[config.mk]
export PLATFORM = sky130hd
export DESIGN_NAME = gpio_blink_fault
export DESIGN_NICKNAME = d
export VERILOG_FILES = /design/src/rtl/gbf_pkg.sv /design/src/rtl/gbf_sync.sv /design/src/rtl/gbf_blink.sv /design/src/rtl/gbf_regs.sv /design/src/rtl/gpio_blink_fault.sv
export SDC_FILE = /design/constraint.sdc
export NUM_CORES = 1
export LEC_CHECK = 0
export ABC_AREA = 1
export CORE_ASPECT_RATIO = 0.75
export CORE_MARGIN = 3
export CORE_UTILIZATION = 57
export CTS_BUF_LIST = sky130_fd_sc_hd__clkbuf_4
export DETAILED_ROUTE_END_ITERATION = 8
export HOLD_SLACK_MARGIN = 0.05
export PLACE_DENSITY_LB_ADDON = 0.08
export SLEW_MARGIN = 20
export SYNTH_ARGS = -nofsm -noshare
export SYNTH_HDL_FRONTEND = slang
export SYNTH_SLANG_ARGS = --single-unit
[constraint.sdc]
create_clock -name clk -period 1.4 [get_ports clk]
set_input_delay 0.28 -clock clk [delete_from_list [all_inputs] [get_ports clk]]
set_output_delay 0.28 -clock clk [all_outputs]
set_load 0.01 [all_outputs]
[src/rtl/gbf_pkg.sv]
package gbf_pkg;
   // Register addresses; software decodes these, so they are fixed.
   localparam int unsigned A_DIR    = 0;
   localparam int unsigned A_LEVEL  = 1;
   localparam int unsigned A_BLINK  = 2;
   localparam int unsigned A_FEN    = 3;
   localparam int unsigned A_FSTAT  = 4;
   localparam int unsigned A_SYNC   = 5;
   localparam int unsigned NUM_REGS = 6;
endpackage

[src/rtl/gbf_sync.sv]
module gbf_sync #(
   parameter int unsigned NUM_PINS    = 4,
   parameter int unsigned SYNC_STAGES = 2
) (
   input  logic                clk,
   input  logic                rst,
   input  logic [NUM_PINS-1:0] pin_in,
   output logic [NUM_PINS-1:0] level,
   output logic [NUM_PINS-1:0] change
);
   localparam int unsigned LAST = SYNC_STAGES - 1;

   logic [SYNC_STAGES-1:0][NUM_PINS-1:0] chain_q;
   logic [NUM_PINS-1:0]                  prev_q;

   always_ff @(posedge clk) begin
      if (rst) begin
         chain_q <= '0;
         prev_q  <= '0;
      end else begin
         chain_q <= {chain_q[SYNC_STAGES-2:0], pin_in};
         prev_q  <= chain_q[LAST];
      end
   end

   assign level  = chain_q[LAST];
   assign change = chain_q[LAST] ^ prev_q;

   // A flagged change must be followed by a steady level unless the input moved again
   AST_EDGE_SINGLE: assert property (@(posedge clk) disable iff (rst)
      ((change != '0) && (chain_q[LAST] == chain_q[LAST-1])) |=> ((change & $past(change)) == '0));
endmodule

[src/rtl/gbf_blink.sv]
module gbf_blink #(
   parameter int unsigned BLINK_LOG2 = 16
) (
   input  logic clk,
   input  logic rst,
   output logic phase
);
   logic [BLINK_LOG2-1:0] div_q;
   logic                  phase_q;
   logic                  wrap;

   assign wrap = &div_q;

   always_ff @(posedge clk) begin
      if (rst) begin
         div_q   <= '0;
         phase_q <= 1'b0;
      end else begin
         div_q <= div_q + 1'b1;
         if (wrap) phase_q <= ~phase_q;
      end
   end

   assign phase = phase_q;

   AST_PHASE_HOLD: assert property (@(posedge clk) disable iff (rst)
      !wrap |=> $stable(phase_q));
endmodule

[src/rtl/gbf_regs.sv]
module gbf_regs
   import gbf_pkg::*;
#(
   parameter int unsigned NUM_PINS = 4,
   parameter int unsigned ADDR_W   = 3
) (
   input  logic                clk,
   input  logic                rst,
   input  logic                wr_en,
   input  logic [ADDR_W-1:0]   wr_addr,
   input  logic [NUM_PINS-1:0] wr_data,
   input  logic [ADDR_W-1:0]   rd_addr,
   output logic [NUM_PINS-1:0] rd_data,
   input  logic [NUM_PINS-1:0] set_vec,
   input  logic [NUM_PINS-1:0] sync_level,
   output logic [NUM_PINS-1:0] dir,
   output logic [NUM_PINS-1:0] lvl,
   output logic [NUM_PINS-1:0] blk,
   output logic [NUM_PINS-1:0] fen,
   output logic [NUM_PINS-1:0] fault
);
   logic [NUM_PINS-1:0] dir_q, lvl_q, blk_q, fen_q;
   logic [NUM_PINS-1:0] clr_vec;

   assign clr_vec = (wr_en && wr_addr == ADDR_W'(A_FSTAT)) ? wr_data : '0;

   always_ff @(posedge clk) begin
      if (rst) begin
         dir_q <= '0;
         lvl_q <= '0;
         blk_q <= '0;
         fen_q <= '0;
      end else if (wr_en) begin
         if (wr_addr == ADDR_W'(A_DIR))   dir_q <= wr_data;
         if (wr_addr == ADDR_W'(A_LEVEL)) lvl_q <= wr_data;
         if (wr_addr == ADDR_W'(A_BLINK)) blk_q <= wr_data;
         if (wr_addr == ADDR_W'(A_FEN))   fen_q <= wr_data;
      end
   end

   for (genvar i = 0; i < NUM_PINS; i++) begin : g_flag
      logic flag_q;
      always_ff @(posedge clk) begin
         if (rst)               flag_q <= 1'b0;
         else if (set_vec[i])   flag_q <= 1'b1;
         else if (clr_vec[i])   flag_q <= 1'b0;
      end
      assign fault[i] = flag_q;

      AST_FLAG_STICKY: assert property (@(posedge clk) disable iff (rst)
         (flag_q && !clr_vec[i]) |=> flag_q);
      AST_SET_WINS: assert property (@(posedge clk) disable iff (rst)
         set_vec[i] |=> flag_q);
      AST_CLEAR_TAKES: assert property (@(posedge clk) disable iff (rst)
         (clr_vec[i] && !set_vec[i]) |=> !flag_q);
   end

   always_comb begin
      rd_data = '0;
      case (rd_addr)
         ADDR_W'(A_DIR):   rd_data = dir_q;
         ADDR_W'(A_LEVEL): rd_data = lvl_q;
         ADDR_W'(A_BLINK): rd_data = blk_q;
         ADDR_W'(A_FEN):   rd_data = fen_q;
         ADDR_W'(A_FSTAT): rd_data = fault;
         ADDR_W'(A_SYNC):  rd_data = sync_level;
         default:          rd_data = '0;
      endcase
   end

   assign dir = dir_q;
   assign lvl = lvl_q;
   assign blk = blk_q;
   assign fen = fen_q;

   AST_RESET_STATE: assert property (@(posedge clk)
      rst |=> (dir_q == '0 && fen_q == '0 && blk_q == '0 && fault == '0));
endmodule

[src/rtl/gpio_blink_fault.sv]
module gpio_blink_fault
   import gbf_pkg::*;
#(
   parameter int unsigned NUM_PINS    = 4,
   parameter int unsigned ADDR_W      = 3,
   parameter int unsigned SYNC_STAGES = 2,
   parameter int unsigned BLINK_LOG2  = 16,
   parameter bit          HAS_BLINK   = 1'b1
) (
   input  logic                clk,
   input  logic                rst,
   input  logic                wr_en,
   input  logic [ADDR_W-1:0]   wr_addr,
   input  logic [NUM_PINS-1:0] wr_data,
   input  logic [ADDR_W-1:0]   rd_addr,
   output logic [NUM_PINS-1:0] rd_data,
   input  logic [NUM_PINS-1:0] pin_in,
   output logic [NUM_PINS-1:0] pin_drive_low,
   output logic                fault_drive_low
);
   localparam int unsigned ADDR_SPACE = 1 << ADDR_W;

   if (NUM_PINS < 1 || NUM_PINS > 32) begin : g_bad_pins
      $error("NUM_PINS must lie in 1..32");
   end
   if (SYNC_STAGES < 2) begin : g_bad_sync
      $error("SYNC_STAGES must be at least 2");
   end
   if (ADDR_SPACE < NUM_REGS) begin : g_bad_addr
      $error("ADDR_W too narrow for the register map");
   end
   if (BLINK_LOG2 < 1 || BLINK_LOG2 > 30) begin : g_bad_blink
      $error("BLINK_LOG2 must lie in 1..30");
   end

   logic [NUM_PINS-1:0] level, change, fault_set;
   logic [NUM_PINS-1:0] dir, lvl, blk, fen, fault;
   logic                phase;

   gbf_sync #(.NUM_PINS(NUM_PINS), .SYNC_STAGES(SYNC_STAGES)) u_sync (
      .clk(clk), .rst(rst), .pin_in(pin_in), .level(level), .change(change)
   );

   assign fault_set = fen & change;

   gbf_regs #(.NUM_PINS(NUM_PINS), .ADDR_W(ADDR_W)) u_regs (
      .clk(clk), .rst(rst),
      .wr_en(wr_en), .wr_addr(wr_addr), .wr_data(wr_data),
      .rd_addr(rd_addr), .rd_data(rd_data),
      .set_vec(fault_set), .sync_level(level),
      .dir(dir), .lvl(lvl), .blk(blk), .fen(fen), .fault(fault)
   );

   if (HAS_BLINK) begin : g_blink
      gbf_blink #(.BLINK_LOG2(BLINK_LOG2)) u_blink (
         .clk(clk), .rst(rst), .phase(phase)
      );
      for (genvar i = 0; i < NUM_PINS; i++) begin : g_drv
         assign pin_drive_low[i] = dir[i] & (blk[i] ? phase : ~lvl[i]);
      end
   end else begin : g_steady
      assign phase = 1'b0;
      for (genvar i = 0; i < NUM_PINS; i++) begin : g_drv
         assign pin_drive_low[i] = dir[i] & ~lvl[i] & ~(blk[i] & phase);
      end
   end

   assign fault_drive_low = |fault;

   AST_INPUT_RELEASED: assert property (@(posedge clk) disable iff (rst)
      (pin_drive_low & ~dir) == '0);
   AST_FAULT_LINE: assert property (@(posedge clk) disable iff (rst)
      (fault_set != '0) |=> fault_drive_low);
endmodule

==> impl_metrics.tcl, run 1 <==
set metrics [dict create \
    htree_levels 2 \
    vdd_drop_max_uv 838.3 \
    async_reset_ff_share_pct 0 \
    grt_pass1_wl_um 8618 \
    root_buffer "clkbuf_4" \
    layout-drive-gt1-share_pct 33.88 \
    clock_skew_ns 0.01002 \
    cellLeakagePower_nw 1.205 \
    wl_per_cell_um 12.96 \
    netlist.top_cell.by_area "dfxtp_1" \
    chipHeight_um 60.06 \
    clk_pin_slew_worst_paths_ns 0.14 \
    synthTopCellsByArea "dfxtp_1, inv_1, a21oi_1" \
    drv_cap 0 \
    num_vias 2179 \
    synth-main-ff-cell "dfxtp_1" \
    hpwl_um 3901 \
    rsz0062_at_grt "true" \
    avgSynthCellArea_um2 7.073 \
    cts-buffers-inserted 5 \
    p_per_area_mw_per_mm2 830.8 \
    grt_pass1_vias 1893 \
    wl_um 5431 \
    fmax_mhz 681.5 \
    finalHoldViolations 0 \
    drt_pass1_iterations 5 \
    crit_fanout 2 \
    viasPerCell 5.200 \
    reg2reg_depth 5 \
    holdPathStages 2 \
    antenna_left 0 \
    final.min_clock_period_ns 1.467 \
    synth_xor_area_share_pct 0.7887 \
    synth_top_cell_area_share_pct 44.17 \
    synthMuxAreaShare_pct 0 \
    overflow 0 \
    worstMarginPinSlew_ns 0.3049 \
    setup_viol 5 \
    antenna_found_initial 0 \
    core_mm2 0.003513 \
    antenna_cells 0 \
    yosys.cell_types.count 28 \
    cp_data_required_time_ns 1.12 \
    synth_edf_count 0 \
    ioPinCount 26 \
    violations "negative setup slack" \
    die_w_um 78.08 \
    rows 18 \
    end_kind "output pin" \
    dieArea_mm2 0.004689 \
    portBuffers 25 \
    holdCritPathClass "reg -> reg" \
    clkLatencyLatePin_ns 0.37 \
    start_kind "flop" \
    synth_fa_ha_area_share_pct 0.5634 \
    yosysWarningCount 0 \
    outcome "finished with violations" \
    synth_simple_gate_area_share_pct 22.03 \
    cts_num_sinks 49 \
    synth_compound_area_share_pct 19.77 \
    drv_slew 0 \
    fin_crit_sh_pct 104.8 \
    gp_congestion 0.8655 \
    start_util_pct 63.21 \
    grt_max_degree 20 \
    ys_seq_area_share_pct 44.17 \
    cts.path.max_buffers 2 \
    drc_errors 0 \
    final_core_util_pct 81.48 \
    syn_area_mm2 0.002221 \
    max_slew_margin_pct 79.61 \
    synthCells 314 \
    drtIter0Drc 191 \
    track_usage_pct 24.20 \
    synth_nets 332 \
    fin_ws_ns -0.06729 \
    cts_tree "done" \
    setup_tns_ns -0.2775 \
    crit_type "reg -> out" \
    synth_top_family_by_area "simple AND/OR/NAND/NOR gates" \
    synth-seq-cells 49 \
    syn_to_final_growth_pct 28.90 \
    holdBufCountCts 0 \
    fin_nets 386 \
    cp.arrival_ns 1.19 \
]
-- worst paths after layout --
| check | to | slack, ns | start |
|---|---|---|---|
| min | u_sync.level[2] | 0.40 | u_sync.chain_q[2] |
| min reg2reg | u_sync.level[2] | 0.40 | u_sync.chain_q[2] |
| max reg2reg | g_blink.u_blink.phase | 0.13 | g_blink.u_blink.div_q[0] |
| max | rd_data[2] | -0.07 | u_sync.level[2] |
-- registers in the layout, indices dropped and copies added (netlist names) --
signal                 cells
u_regs.lvl                 4
u_regs.fen                 4
g_blink.u_blink.phase      1
u_sync.prev_q              4
u_sync.chain_q             4
u_regs.g_flag.flag_q       4
u_sync.level               4
g_blink.u_blink.div_q     16
u_regs.dir                 4
u_regs.blk                 4
-- cells in the final DEF (no fill, tap or decap), types with 2 or more instances in the layout --
cell type	n
nor2_1	38
a21oi_1	34
nand3b_1	2
nor2_2	5
o21ai_2	2
clkbuf_4	5
clkinv_2	3
clkdlybuf4s50_1	13
nor2_4	4
dfxtp_2	20
o22ai_1	3
a21oi_2	2
dfxtp_1	28
inv_1	45
inv_2	20
nand4_1	3
buf_2	11
nand3_2	4
nand3_1	8
nand2_2	8
o21ai_0	20
buf_4	24
nand2_1	35
buf_6	2
xor2_1	2
o22ai_2	7
o21ai_1	9
-- cell families after synthesis --
logic type / count (synthesis)
buffers and inverters: 72
AOI/OAI and AO/OA: 81
adders and majority gates: 1
DFF: 49
and+or+nand+nor: 109
xor gates and xnor gates: 2
-- where the power goes --
group          internal [mW]  leakage, nW  switching [mW]
clock network          0.190       0.0310           0.449
registers               1.44        0.409          0.0243
logic                  0.130        0.766           0.149
-- layer usage --
metal	GRT usage (%)	share of wire [%]
met5	0	0
met4	7.481	0.98
met3	5.120	7.5
met2	37.80	44
met1	33.89	47
-- cell usage after synthesis, types with 3 or more instances --
cell type and n:
a21oi_1 35, dfxtp_1 49, inv_1 62, inv_2 4, nand2_1 38, nand2_2 5, nand3_1 11, nand4_1 3
nor2_1 41, nor2_2 4, o21ai_0 24, o21ai_1 7, o22ai_1 10
-- through the flow --
step / cell area (um^2) / setup WS, ns / power (mW) / hold slack, ns / instances
after floorplan: 2221 / 0.2855 / 1.595 / 0.3870 / 314
after global placement: 2668 / -0.7736 / 1.727 / 0.3905 / 404
after detailed placement: 2668 / -0.7535 / 1.734 / 0.4023 / 404
after CTS: 2773 / -0.07448 / 2.367 / 0.4052 / 416
after global routing: 2863 / -0.1509 / 2.481 / 0.4210 / 419
final: 2863 / -0.06729 / 2.378 / 0.3997 / 419
-- cell type report --
type	instances	area (um^2)
Multi-Input combinational cell	193	1061
Sequential cell	49	1010
Fill cell	239	650.6
Timing Repair Buffer	52	419.2
Inverter	67	255.2
Tap cell	50	62.56
Clock buffer	5	37.54
Clock inverter	3	17.52
-- timing repair --
action / in CTS / in global routing
pin swaps: 11 / 9
endpoints found under the setup margin: 9 / 9
setup buffers: 4 / 3
gates resized for setup: 88 / 27
-- worst max-delay path, stage by stage (launching register included) --
cell and delay (ns):
dfxtp_2 0.36, inv_2 0.04, o22ai_1 0.15, nor2_1 0.06, nand2_1 0.07, buf_2 0.13
Power figures use the tool's default switching activity.
==> inputs of run 2 (changes only) <==
Settings changed: SETUP_SLACK_MARGIN from default to 0.5.
Clock period 1.4 ns to 1.59 ns, I/O delays scaled along.
==> impl_metrics.tcl, run 2 (synthesized netlist as in run 1, its figures left out) <==
set metrics [dict create \
    p_per_area_mw_per_mm2 752.3 \
    chipHeight_um 60.06 \
    fin_crit_sh_pct 97.95 \
    critPathMaxStageDelay_ns 0.19 \
    grt_pass1_wl_um 9177 \
    pre_cts_slack_ns -0.7496 \
    wl_per_cell_um 15.70 \
    die_w_um 78.08 \
    drtIter0Drc 215 \
    regArea_mm2 0.001033 \
    dieArea_mm2 0.004689 \
    cellLeakagePower_nw 1.255 \
    track_usage_pct 25.75 \
    largest_reg_flops 16 \
    path_cells "buf_4 > clkinvlp_4 > nand3_2 > o22ai_2 > nor2_1 > nand2_1 > buf_2" \
    max_slew_margin_pct 78.86 \
    fin_ws_ns 0.03252 \
    rsz0062_at_grt "true" \
    layout-drive-gt1-share_pct 45.63 \
    syn_to_final_growth_pct 39.38 \
    fin_nets 383 \
    start_kind "input port" \
    htree_levels 2 \
    core_mm2 0.003513 \
    drc_errors 0 \
    overflow 0 \
    antenna_found_initial 0 \
    antenna_left 0 \
    cts-buffers-inserted 5 \
    rows 18 \
    fillers 178 \
    regMostFlops "g_blink.u_blink.div_q" \
    drt_pass1_iterations 5 \
    wl_um 6531 \
    clk_pin_slew_worst_paths_ns 0.16 \
    hold_slack_ns 0.4150 \
    worstMarginPinSlew_ns 0.3161 \
    hpwl_um 3581 \
    cp.arrival_ns 1.24 \
    ioPinCount 26 \
    viasPerCell 5.543 \
    setup_viol 0 \
    path_buf_inv 3 \
    grt_pass1_vias 1991 \
    cts_num_sinks 49 \
    start_util_pct 63.21 \
    clock_skew_ns 0.01087 \
    outcome "completed" \
    final_common_cell "inv_1" \
    drv_cap 0 \
    root_buffer "clkbuf_4" \
    crit_fanout 5 \
    num_vias 2306 \
    multi_input_area_mm2 0.001241 \
    cts_tree "done" \
    gp_congestion 0.9093 \
    cp_data_required_time_ns 1.27 \
    clkLatencyLatePin_ns 0.38 \
    crit_type "in -> out" \
    drv_slew 0 \
    grt_max_degree 23 \
    end_kind "output pin" \
    path_delay_family "buffers and inverters" \
    finalHoldViolations 0 \
    final.min_clock_period_ns 1.557 \
    antenna_cells 0 \
    portBuffers 25 \
    cts.path.max_buffers 2 \
    holdCritPathClass "reg -> reg" \
    fmax_mhz 642.1 \
    crit_slowest_cell "clkinvlp_4" \
    holdBufCountCts 0 \
    vdd_drop_max_uv 755.6 \
    final_cell_mix "inv_1, nor2_1, a21oi_1, dfxtp_2, nand2_1" \
]
run 2: cell count changes in the layout (fill, tap and decap cells not counted), moves of 6 or more:
cell,before,now
dfxtp_1,28,15
dfxtp_2,20,30
inv_1,45,38
inv_2,20,26
nand2_1,35,28
o21ai_0,20,13
run 2: per-layer routing:
layer	GRT usage, %	vias up	wire, um
met2	41.83	114	3160
met1	34.11	1060	2704
li1	-	1107	-
met5	0	-	0
met4	8.978	0	128
met3	6.024	25	538
run 2: through the flow:
stage	instance area [um^2]	cells	util, %	power, mW	TNS (ns)
5_1_grt	3095	416	88.11	2.404	-0.02814
6_report	3095	416	88.11	2.329	0
4_1_cts	2856	408	81.30	2.273	0
3_3_place_gp	2574	387	73.26	1.506	-3.169
3_5_place_dp	2574	387	73.26	1.511	-4.086
2_1_floorplan	2267	314	-	1.412	0
run 2: worst register-to-register path: cells and delay by family, from the launching register on:
| kind | cells | cell delay, ns |
|---|---|---|
| flops | 1 | 0.41 |
| simple gates | 6 | 0.52 |
| fa+ha+maj | 1 | 0.17 |
run 2: path summary, 6_finish.rpt:
kind                            slack (ns)                   endpoint  cells past startpoint                      from
worst min-delay path                  0.42            u_sync.level[1]                      2         u_sync.chain_q[1]
worst max register to register        0.41  g_blink.u_blink.div_q[12]                      7  g_blink.u_blink.div_q[0]
worst max-delay path                  0.03                 rd_data[0]                      7                rd_addr[2]
worst min register to register        0.42            u_sync.level[1]                      2         u_sync.chain_q[1]
run 2: final cells by class:
| type | count | share of cell area, % |
|---|---|---|
| Clock buffer | 5 | 1.213 |
| Tap cell | 50 | 2.021 |
| Timing Repair Buffer | 49 | 13.30 |
| Inverter | 67 | 8.488 |
| Sequential cell | 49 | 33.39 |
| Multi-Input combinational cell | 193 | 40.10 |
| Clock inverter | 3 | 1.496 |
run 2: where the power goes:
group          internal (mW)  switching (mW)  leakage (nW)
clock network          0.333           0.431        0.0414
registers               1.26          0.0290         0.416
logic                  0.118           0.157         0.797
run 2: timing repair:
item / 4_1_cts / 5_1_grt
endpoints found under the hold margin: 0 / 0
setup endpoints to repair: 41 / 39
setup buffers: 13 / 8
pin swaps: 27 / 20
resized for setup: 121 / 62
==> inputs of run 3 (changes only) <==
==> constraint.sdc (replaced) <==
create_clock -name clk -period 1.59 [get_ports clk]
set_input_delay 0.2385 -clock clk [delete_from_list [all_inputs] [get_ports clk]]
set_output_delay 0.2385 -clock clk [all_outputs]
set_load 0.01 [all_outputs]
==> impl_metrics.tcl, run 3 (synthesized netlist as in run 1, its figures left out) <==
set metrics [dict create \
    dieArea_mm2 0.004689 \
    cts_tree "done" \
    rsz0062_at_grt "true" \
    drv_cap 0 \
    track_usage_pct 27.25 \
    fin_ws_ns 0.1217 \
    p_seq_share_pct 56.0 \
    ioPinCount 26 \
    worstMarginPinSlew_ns 0.2641 \
    rrSetupSlack_ns 0.41 \
    cts-buffers-inserted 5 \
    portBuffers 25 \
    syn_to_final_growth_pct 36.73 \
    reg2reg_depth 7 \
    htree_levels 2 \
    worstReg2RegStart "g_blink.u_blink.div_q[1]" \
    antenna_found_initial 0 \
    power_frac_comb_pct 11.5 \
    setup_viol 0 \
    antenna_left 0 \
    fin_nets 386 \
    cts.path.max_buffers 2 \
    crit_fanout 2 \
    vdd_drop_max_uv 847.1 \
    die_w_um 78.08 \
    largest_reg_flops 16 \
    grt_pass1_vias 2143 \
    root_buffer "clkbuf_4" \
    drv_slew 0 \
    final_cell_mix "inv_1, nor2_1, nand2_1, a21oi_1, dfxtp_2" \
    final.min_clock_period_ns 1.468 \
    placedCellCount 387 \
    cellLeakagePower_nw 1.279 \
    crit_slowest_cell "dfxtp_2" \
    gp_congestion 0.9009 \
    rows 18 \
    power.net_switching_uw 588.1 \
    clk_pin_slew_worst_paths_ns 0.16 \
    fin_crit_sh_pct 92.35 \
    holdPathStages 3 \
    wl_um 6517 \
    wl_per_cell_um 15.55 \
    r2r_end "g_blink.u_blink.div_q[12]" \
    drtIter0Drc 199 \
    clkLatencyLatePin_ns 0.37 \
    path_cells "inv_2 > o22ai_2 > nor2_1 > nand2_1 > buf_2" \
    hpwl_um 3766 \
    finalHoldViolations 0 \
    num_vias 2309 \
    fin_cells 419 \
    cp_data_required_time_ns 1.35 \
    crit_type "reg -> out" \
    cts_num_sinks 49 \
    end_kind "output pin" \
    p_per_area_mw_per_mm2 757.2 \
    regMostFlops "g_blink.u_blink.div_q" \
    overflow 0 \
    core_mm2 0.003513 \
    layout-drive-gt1-share_pct 44.99 \
    holdBufCountCts 0 \
    final_common_cell "inv_1" \
    max_slew_margin_pct 82.34 \
    start_kind "flop" \
    cp.arrival_ns 1.23 \
    start_util_pct 63.21 \
    drc_errors 0 \
    chipHeight_um 60.06 \
    pre_cts_slack_ns -0.4934 \
    grt_pass1_wl_um 9832 \
    critPathMaxStageDelay_ns 0.37 \
    intPower_mw 1.711 \
    holdCritPathClass "in -> reg" \
    hold_start "wr_addr[1]" \
    grt_max_degree 23 \
    clock_skew_ns 0.002961 \
    clockPowerShare_pct 32.6 \
    drt_pass1_iterations 4 \
    antenna_cells 0 \
    outcome "completed" \
    fmax_mhz 681.0 \
    viasPerCell 5.511 \
    min_to "u_regs.fen[2]" \
    swShare_pct 25.58 \
]
## run 3: power by group through the flow
stage                     logic, mW  registers, mW  clock network (mW)
final                         0.264           1.29               0.749
after global placement        0.192           1.31                   0
after global routing          0.288           1.29               0.806
after detailed placement      0.196           1.31                   0
after floorplan               0.102           1.30                   0
after CTS                     0.226           1.29               0.747
## run 3: layout make-up
| type | instances | area (um^2) |
|---|---|---|
| clock buffers | 5 | 37.54 |
| clock inverters | 3 | 43.79 |
| fillers | 196 | 476.7 |
| inverters | 67 | 261.5 |
| multi-input cells | 193 | 1175 |
| flip-flops and latches | 49 | 1041 |
| well taps | 50 | 62.56 |
| repair buffers | 52 | 415.4 |
## run 3: how the worst max path moves through the flow
stage	start	to	slack, ns	cells past startpoint
floorplan	g_blink.u_blink.div_q[0]	g_blink.u_blink.div_q[14]	0.50	6
global placement	rd_addr[1]	rd_data[2]	-0.53	8
detailed placement	rd_addr[0]	rd_data[3]	-0.49	6
CTS	u_regs.blk[3]	rd_data[3]	0.19	5
global route	u_sync.level[0]	rd_data[0]	0.08	5
finish	u_sync.level[3]	rd_data[3]	0.12	5
## run 3: worst max-delay path, delay by kind of cell, from the launching register on
family	cells	cell delay (ns)
DFF	1	0.37
buffers and inverters	2	0.18
AOI/OAI and AO/OA	1	0.17
and+or+nand+nor	2	0.15
## run 3: repair_timing
item                       CTS  global route
setup endpoints to repair   34            35
hold endpoints to repair     0             0
gates resized for setup    129            53
buffers inserted            18             6
pin swaps                   33            18
## run 3: per-layer routing
layer  vias up  part of all wire [%]  global-route usage [%]
li1       1108                     -                       -
met2       107                    49                   46.34
met1      1078                    44                   35.39
met3        16                   6.0                   5.422
met5         -                     0                       0
met4         0                   1.8                   8.728
## run 3: through the flow
step	cell area (um^2)	total power [mW]	TNS (ns)	hold slack, ns	util [%]
3_3_place_gp	2530	1.498	-2.014	0.3900	72.01
6_report	3037	2.299	0	0.3183	86.43
3_5_place_dp	2530	1.503	-2.168	0.3962	72.01
2_1_floorplan	2223	1.405	0	0.3455	-
5_1_grt	3037	2.385	0	0.3255	86.43
4_1_cts	2844	2.260	0	0.3617	80.95
